**config.mk**
```make
export PLATFORM = sky130hd
export DESIGN_NAME = dram_cycle_decoder
export DESIGN_NICKNAME = d
export VERILOG_FILES = /design/src/rtl/dram_cycle_decoder.sv
export SDC_FILE = /design/constraint.sdc
export NUM_CORES = 1
export LEC_CHECK = 0
export BUFFER_PORTS_ARGS = -buffer_cell sky130_fd_sc_hd__buf_4
export CAP_MARGIN = 20
export CORE_ASPECT_RATIO = 0.8
export CORE_UTILIZATION = 45
export CTS_CLUSTER_DIAMETER = 120
export DETAILED_ROUTE_END_ITERATION = 6
export PLACE_DENSITY = 0.68
export SLEW_MARGIN = 20
export SYNTH_ARGS = -nofsm -noshare
export SYNTH_HDL_FRONTEND = slang
export SYNTH_SLANG_ARGS = --single-unit
export TNS_END_PERCENT = 10
```
**constraint.sdc**
```tcl
create_clock -name clk -period 2.5 [get_ports clk]
set_input_delay 0.375 -clock clk [delete_from_list [all_inputs] [get_ports clk]]
set_output_delay 0.375 -clock clk [all_outputs]
set_load 0.01 [all_outputs]
```
**src/rtl/dram_cycle_decoder.sv**
```systemverilog
`timescale 1ns/1ps
module dram_cycle_decoder #(
  parameter int AW         = 10,
  parameter int SELF_TICKS = 20000,
  parameter int CNTW       = 4
) (
  input  logic            clk,
  input  logic            rst_n,
  input  logic            ras_n,
  input  logic            cas_n,
  input  logic            oe_n,
  input  logic            we_lo_n,
  input  logic            we_hi_n,
  input  logic [AW-1:0]   addr,
  output logic            col_valid,
  output logic [AW-1:0]   col_addr,
  output logic            cyc_valid,
  output logic [3:0]      cyc_type,
  output logic [AW-1:0]   cyc_row,
  output logic [1:0]      cyc_lanes,
  output logic [CNTW-1:0] cyc_ncols,
  output logic            cyc_viol
);
  localparam int SCW = $clog2(SELF_TICKS + 1);
  localparam logic [SCW-1:0]  SMAX = SCW'(SELF_TICKS);
  localparam logic [CNTW-1:0] NMAX = '1;
  localparam logic [2:0] K_READ = 3'd1, K_EARLY = 3'd2, K_DLY = 3'd3, K_RMW = 3'd4;
  localparam logic [3:0] T_RONLY = 4'd5, T_CBR = 4'd6, T_SELF = 4'd7;

  logic [4:0]    m1, m2, m3;
  logic [AW-1:0] a1, a2;

  always_ff @(posedge clk or negedge rst_n) begin
    if (!rst_n) begin
      m1 <= '0; m2 <= '0; m3 <= '0; a1 <= '0; a2 <= '0;
    end else begin
      m1 <= ~{oe_n, we_hi_n, we_lo_n, cas_n, ras_n};
      m2 <= m1;
      m3 <= m2;
      a1 <= addr;
      a2 <= a1;
    end
  end

  logic ras, cas, oe, ras_p, cas_p;
  logic [1:0] w, w_p;
  assign ras   = m2[0];
  assign cas   = m2[1];
  assign w     = m2[3:2];
  assign oe    = m2[4];
  assign ras_p = m3[0];
  assign cas_p = m3[1];
  assign w_p   = m3[3:2];

  logic ras_on, ras_off, cas_on, cas_off;
  assign ras_on  = ras & ~ras_p;
  assign ras_off = ~ras & ras_p;
  assign cas_on  = cas & ~cas_p;
  assign cas_off = ~cas & cas_p;

  logic            in_cyc, is_cbr, acc_open, acc_read, viol;
  logic [1:0]      acc_early, acc_dly, lanes;
  logic [2:0]      cyc_kind, acc_kind, kind_now;
  logic [CNTW-1:0] ncols;
  logic [SCW-1:0]  selfcnt;
  logic [AW-1:0]   row;
  logic            cbr_now;
  logic [1:0]      w_new;

  assign cbr_now = ras_on ? cas_p : is_cbr;
  assign w_new   = w & ~w_p & ~acc_early & ~acc_dly;

  always_comb begin
    if (|acc_early)    acc_kind = K_EARLY;
    else if (|acc_dly) acc_kind = acc_read ? K_RMW : K_DLY;
    else               acc_kind = K_READ;
    kind_now = (acc_open && acc_kind > cyc_kind) ? acc_kind : cyc_kind;
  end

  always_ff @(posedge clk or negedge rst_n) begin
    if (!rst_n) begin
      in_cyc <= 1'b0; is_cbr <= 1'b0; acc_open <= 1'b0; acc_read <= 1'b0; viol <= 1'b0;
      acc_early <= '0; acc_dly <= '0; lanes <= '0; cyc_kind <= '0; ncols <= '0;
      selfcnt <= '0; row <= '0;
      col_valid <= 1'b0; col_addr <= '0;
      cyc_valid <= 1'b0; cyc_type <= '0; cyc_row <= '0; cyc_lanes <= '0;
      cyc_ncols <= '0; cyc_viol <= 1'b0;
    end else begin
      cyc_valid <= 1'b0;
      col_valid <= 1'b0;

      if (ras_on) begin
        in_cyc <= 1'b1; is_cbr <= cas_p; row <= a2;
        cyc_kind <= '0; lanes <= '0; ncols <= '0; viol <= 1'b0;
        selfcnt <= '0; acc_open <= 1'b0;
      end else if (ras && is_cbr && selfcnt != SMAX) begin
        selfcnt <= selfcnt + 1'b1;
      end

      if (ras && !cbr_now) begin
        if (cas_on) begin
          acc_open  <= 1'b1;
          acc_early <= w;
          acc_dly   <= '0;
          acc_read  <= oe;
          cyc_kind  <= ras_on ? 3'd0 : kind_now;
          lanes     <= ras_on ? w : (lanes | w);
          ncols     <= ras_on ? CNTW'(1) : ((ncols == NMAX) ? ncols : ncols + 1'b1);
          col_valid <= 1'b1;
          col_addr  <= a2;
        end else if (acc_open) begin
          if (cas_off) begin
            cyc_kind <= kind_now;
            acc_open <= 1'b0;
          end else begin
            acc_dly <= acc_dly | w_new;
            lanes   <= lanes | w_new;
            if (oe && acc_dly == 2'b00 && w_new == 2'b00) acc_read <= 1'b1;
            if (((|w_new) && (|acc_early)) || (oe && (|(w & (acc_dly | w_new)))))
              viol <= 1'b1;
          end
        end
      end

      if (ras_off && in_cyc) begin
        in_cyc    <= 1'b0;
        acc_open  <= 1'b0;
        cyc_valid <= 1'b1;
        cyc_row   <= row;
        cyc_lanes <= lanes;
        cyc_ncols <= ncols;
        cyc_viol  <= viol;
        if (is_cbr)           cyc_type <= (selfcnt >= SMAX) ? T_SELF : T_CBR;
        else if (ncols == '0) cyc_type <= T_RONLY;
        else                  cyc_type <= {ncols > CNTW'(1), kind_now};
      end
    end
  end
endmodule

```
==> qor.yml <==
route:
  drtIter0Drc: 186
  dr_wl_met3_um: 311
  drc_errors: 0
  vias_per_cell: 5.022
  wire_per_inst_um: 13.98
  ant_nets: 0
  drt_wl_total_um: 8792
  drt_first_pass_iters: 6
  route.vias.total: 3159
  wl_met2_um: 4083
  dr.max_layer_used: "met4"
  met1Wirelength_um: 4309
finish:
  synthToLayoutAreaGrowth_pct: 19.50
  num_antenna_cells: 0
  fin_cells: 629
  finish.utilization_pct: 55.47
  num-nets-final: 514
  drive_above_1_share_pct: 18.05
logic_synthesis:
  synth-compound-area-share_pct: 10.06
  syn_nets: 460
  synthAdderAreaFrac_pct: 2.737
  synth-seq-area-share_pct: 61.45
  synth.area.top_cells: "dfrtp_1 61%, nand2_1 11%, ha_1 2.5%"
  synth_edf_count: 0
  synth_ff_type: "dfrtp_1"
  synth_cell_types: 50
  synth-simple-area-share_pct: 20.17
  synth_warnings: 0
  synth_largest_area_cell: "dfrtp_1"
  async_reset_ff_share_pct: 100.0
  synth_top_family_by_area: "simple AND/OR/NAND/NOR gates"
  syn_area_per_cell_sq_um: 10.32
  netlist_instances: 434
  synth_most_common_cell: "nand2_1"
  yosysTopAreaCellShare_pct: 61.45
  synth-xor-area-share_pct: 1.955
  netlist_area_sq_um: 4479
  ys_seq_elements: 110
  synthTopCellsByCount: "132 x nand2_1, 110 x dfrtp_1, 28 x nor2_1, 19 x inv_1, 17 x o21ai_0"
  synth_mux_area_share_pct: 0.6704
pwr:
  sequentialPowerShare_pct: 49.7
  power_density_nw_per_um2: 797.0
  sw_frac_of_total_pct: 28.03
  intPower_uw: 3070
  max-vdd-ir-drop_mv: 0.5729
  switching_power_uw: 1196
  clockPowerShare_pct: 35.3
  combPwrFrac_pct: 15.0
  p_leak_uw: 0.002648
clock_tree:
  clk_pin_slew_worst_paths_ps: 80
  cts_hold_buf: 0
  cts_root_buffer: "clkbuf_16"
  insertion_delay_ps: 350
  cts_made_buffers: 9
  cts_tree: "yes"
  clk_path_buf_depth: 2
  ctsResizeCount: 0
  cts_setup_buffers: 0
  cts_sinks: 110
  cts-htree-levels: 3
sta:
  setup_violations: 0
  slew_headroom_pct: 61.61
  rsz0062_at_grt: "false"
  tightest_slew_ps: 575.8
  fmax_mhz: 443.3
  maxSlewViolCount: 0
  whs_ps: 17.80
  finClkSkew_ps: 7.088
  post-route-period-util_pct: 90.23
  period_needed_ps: 2256
  setup-tns-final_ps: 0
  final_hold_viol_count: 0
global_routing:
  grt.total_usage_pct: 18.69
  grt_pass1_wl_um: 15060
  overflow: 0
  grt_max_degree: 61
  grt_antenna_before_repair: 0
  first_global_vias: 3096
floorplanning:
  die_width_um: 113.5
  io_pins: 50
  rows: 32
  fp.dieArea_sq_um: 10360
  start_util_pct: 46.42
  core_sq_um: 9649
  die_h_um: 91.24
worst_setup_path:
  cp-end-kind: "register"
  start_kind: "register"
  cpMostUsedCell: "o2bb2ai_1"
  arrival_ps: 2520
  crit_fanout: 6
  worst-setup-path-type: "register to register"
  worstPathBufferInverterCount: 0
  cp.required_ps: 2770
  critical_path.max_stage_delay_ps: 430
  critical_path.top_delay_family: "compound AO/OA/AOI/OAI gates"
  crit_chain: "nor2_1 > o21ai_0 > ha_1 > nor2b_1 > o31ai_2 > o2bb2ai_1 > o2bb2ai_1"
  crit_slowest_cell: "dfrtp_1"
place:
  dp_hpwl_um: 6082
  port_buffers: 49
  dp.cells: 613
  place_congestion: 0.8032
outcome:
  status: "completed"
min_path:
  min_path_type: "input pin to asynchronous set/reset pin"
job:
  max-cap-violations: 0
[power by group through the flow]
stage / registers, uW / clock network [uW] / logic, uW
6_report: 2120 / 1500 / 642
5_1_grt: 2150 / 1610 / 725
4_1_cts: 2120 / 1540 / 651
3_5_place_dp: 2150 / 0 / 647
3_3_place_gp: 2140 / 0 / 627
2_1_floorplan: 2140 / 0 / 336
[worst reg2reg max path: cells and delay by family, from the launching register on]
kind | cells | cell delay, ps
flip-flops | 1 | 430
adder cells (fa/ha/maj) | 1 | 340
AO/OA/AOI/OAI | 4 | 1050
AND/OR/NAND/NOR | 2 | 350
[final cells by class]
type                       count  area (sq um)
clock buffer                   9         225.2
inverter                      20         75.07
clock inverter                 7         102.6
multi-input combinational    291          1594
sequential                   110          2753
fill                         834          4297
tap                          136         170.2
timing repair buffer          56         432.9
[cells in the final DEF, fill, tap and decap left out, types with 5 or more instances in the layout]
| master | count |
|---|---|
| a31oi_1 | 5 |
| buf_4 | 55 |
| ha_1 | 9 |
| o2bb2ai_1 | 5 |
| nand3_1 | 9 |
| clkbuf_16 | 9 |
| nand4_1 | 5 |
| inv_1 | 19 |
| dfrtp_1 | 110 |
| o21ai_0 | 17 |
| nor2_1 | 28 |
| nand2_1 | 132 |
| a21oi_1 | 13 |
| xor2_1 | 9 |
[kinds of logic after synthesis]
| kind of cell | after synthesis |
|---|---|
| XOR/XNOR | 10 |
| buffers and inverters | 33 |
| AND/OR/NAND/NOR | 205 |
| AO/OA/AOI/OAI | 63 |
| adder cells (fa/ha/maj) | 10 |
| flip-flops | 110 |
| multiplexers | 3 |
[through the flow]
| stage | instance area (sq um) | worst slack [ps] | total power, uW |
|---|---|---|---|
| floorplan | 4479 | 602.4 | 2479 |
| global placement | 5025 | 427.2 | 2768 |
| global route | 5353 | 60.98 | 4476 |
| detailed placement | 5025 | 294.6 | 2799 |
| CTS | 5353 | 276.2 | 4309 |
| finish | 5353 | 244.3 | 4266 |
[metal layers]
metal,GRT usage [%],vias up
met5,0,-
met4,4.934,0
met3,4.339,10
met2,29.27,69
met1,26.19,1533
li1,-,1547
[sequential cells by signal, indices dropped and copies added (netlist names), 5 cells and up]
name / count
col_addr: 10
m1: 5
a1: 10
m2: 5
selfcnt: 15
a2: 10
cyc_row: 10
row: 10
[worst paths after layout]
check | cells after the start | from | to | slack, ps
max in group asynchronous | 2 | rst_n | m3[3] | 1780
setup / recovery | 7 | acc_early[0] | cyc_kind[0] | 240
hold / removal | 1 | rst_n | row[1] | 20
min in group clk | 1 | addr[1] | a1[1] | 130
hold reg to reg | 0 | m1[4] | m2[4] | 350
setup reg to reg | 7 | acc_early[0] | cyc_kind[0] | 240
No activity file was read; power rests on OpenSTA's default activity.
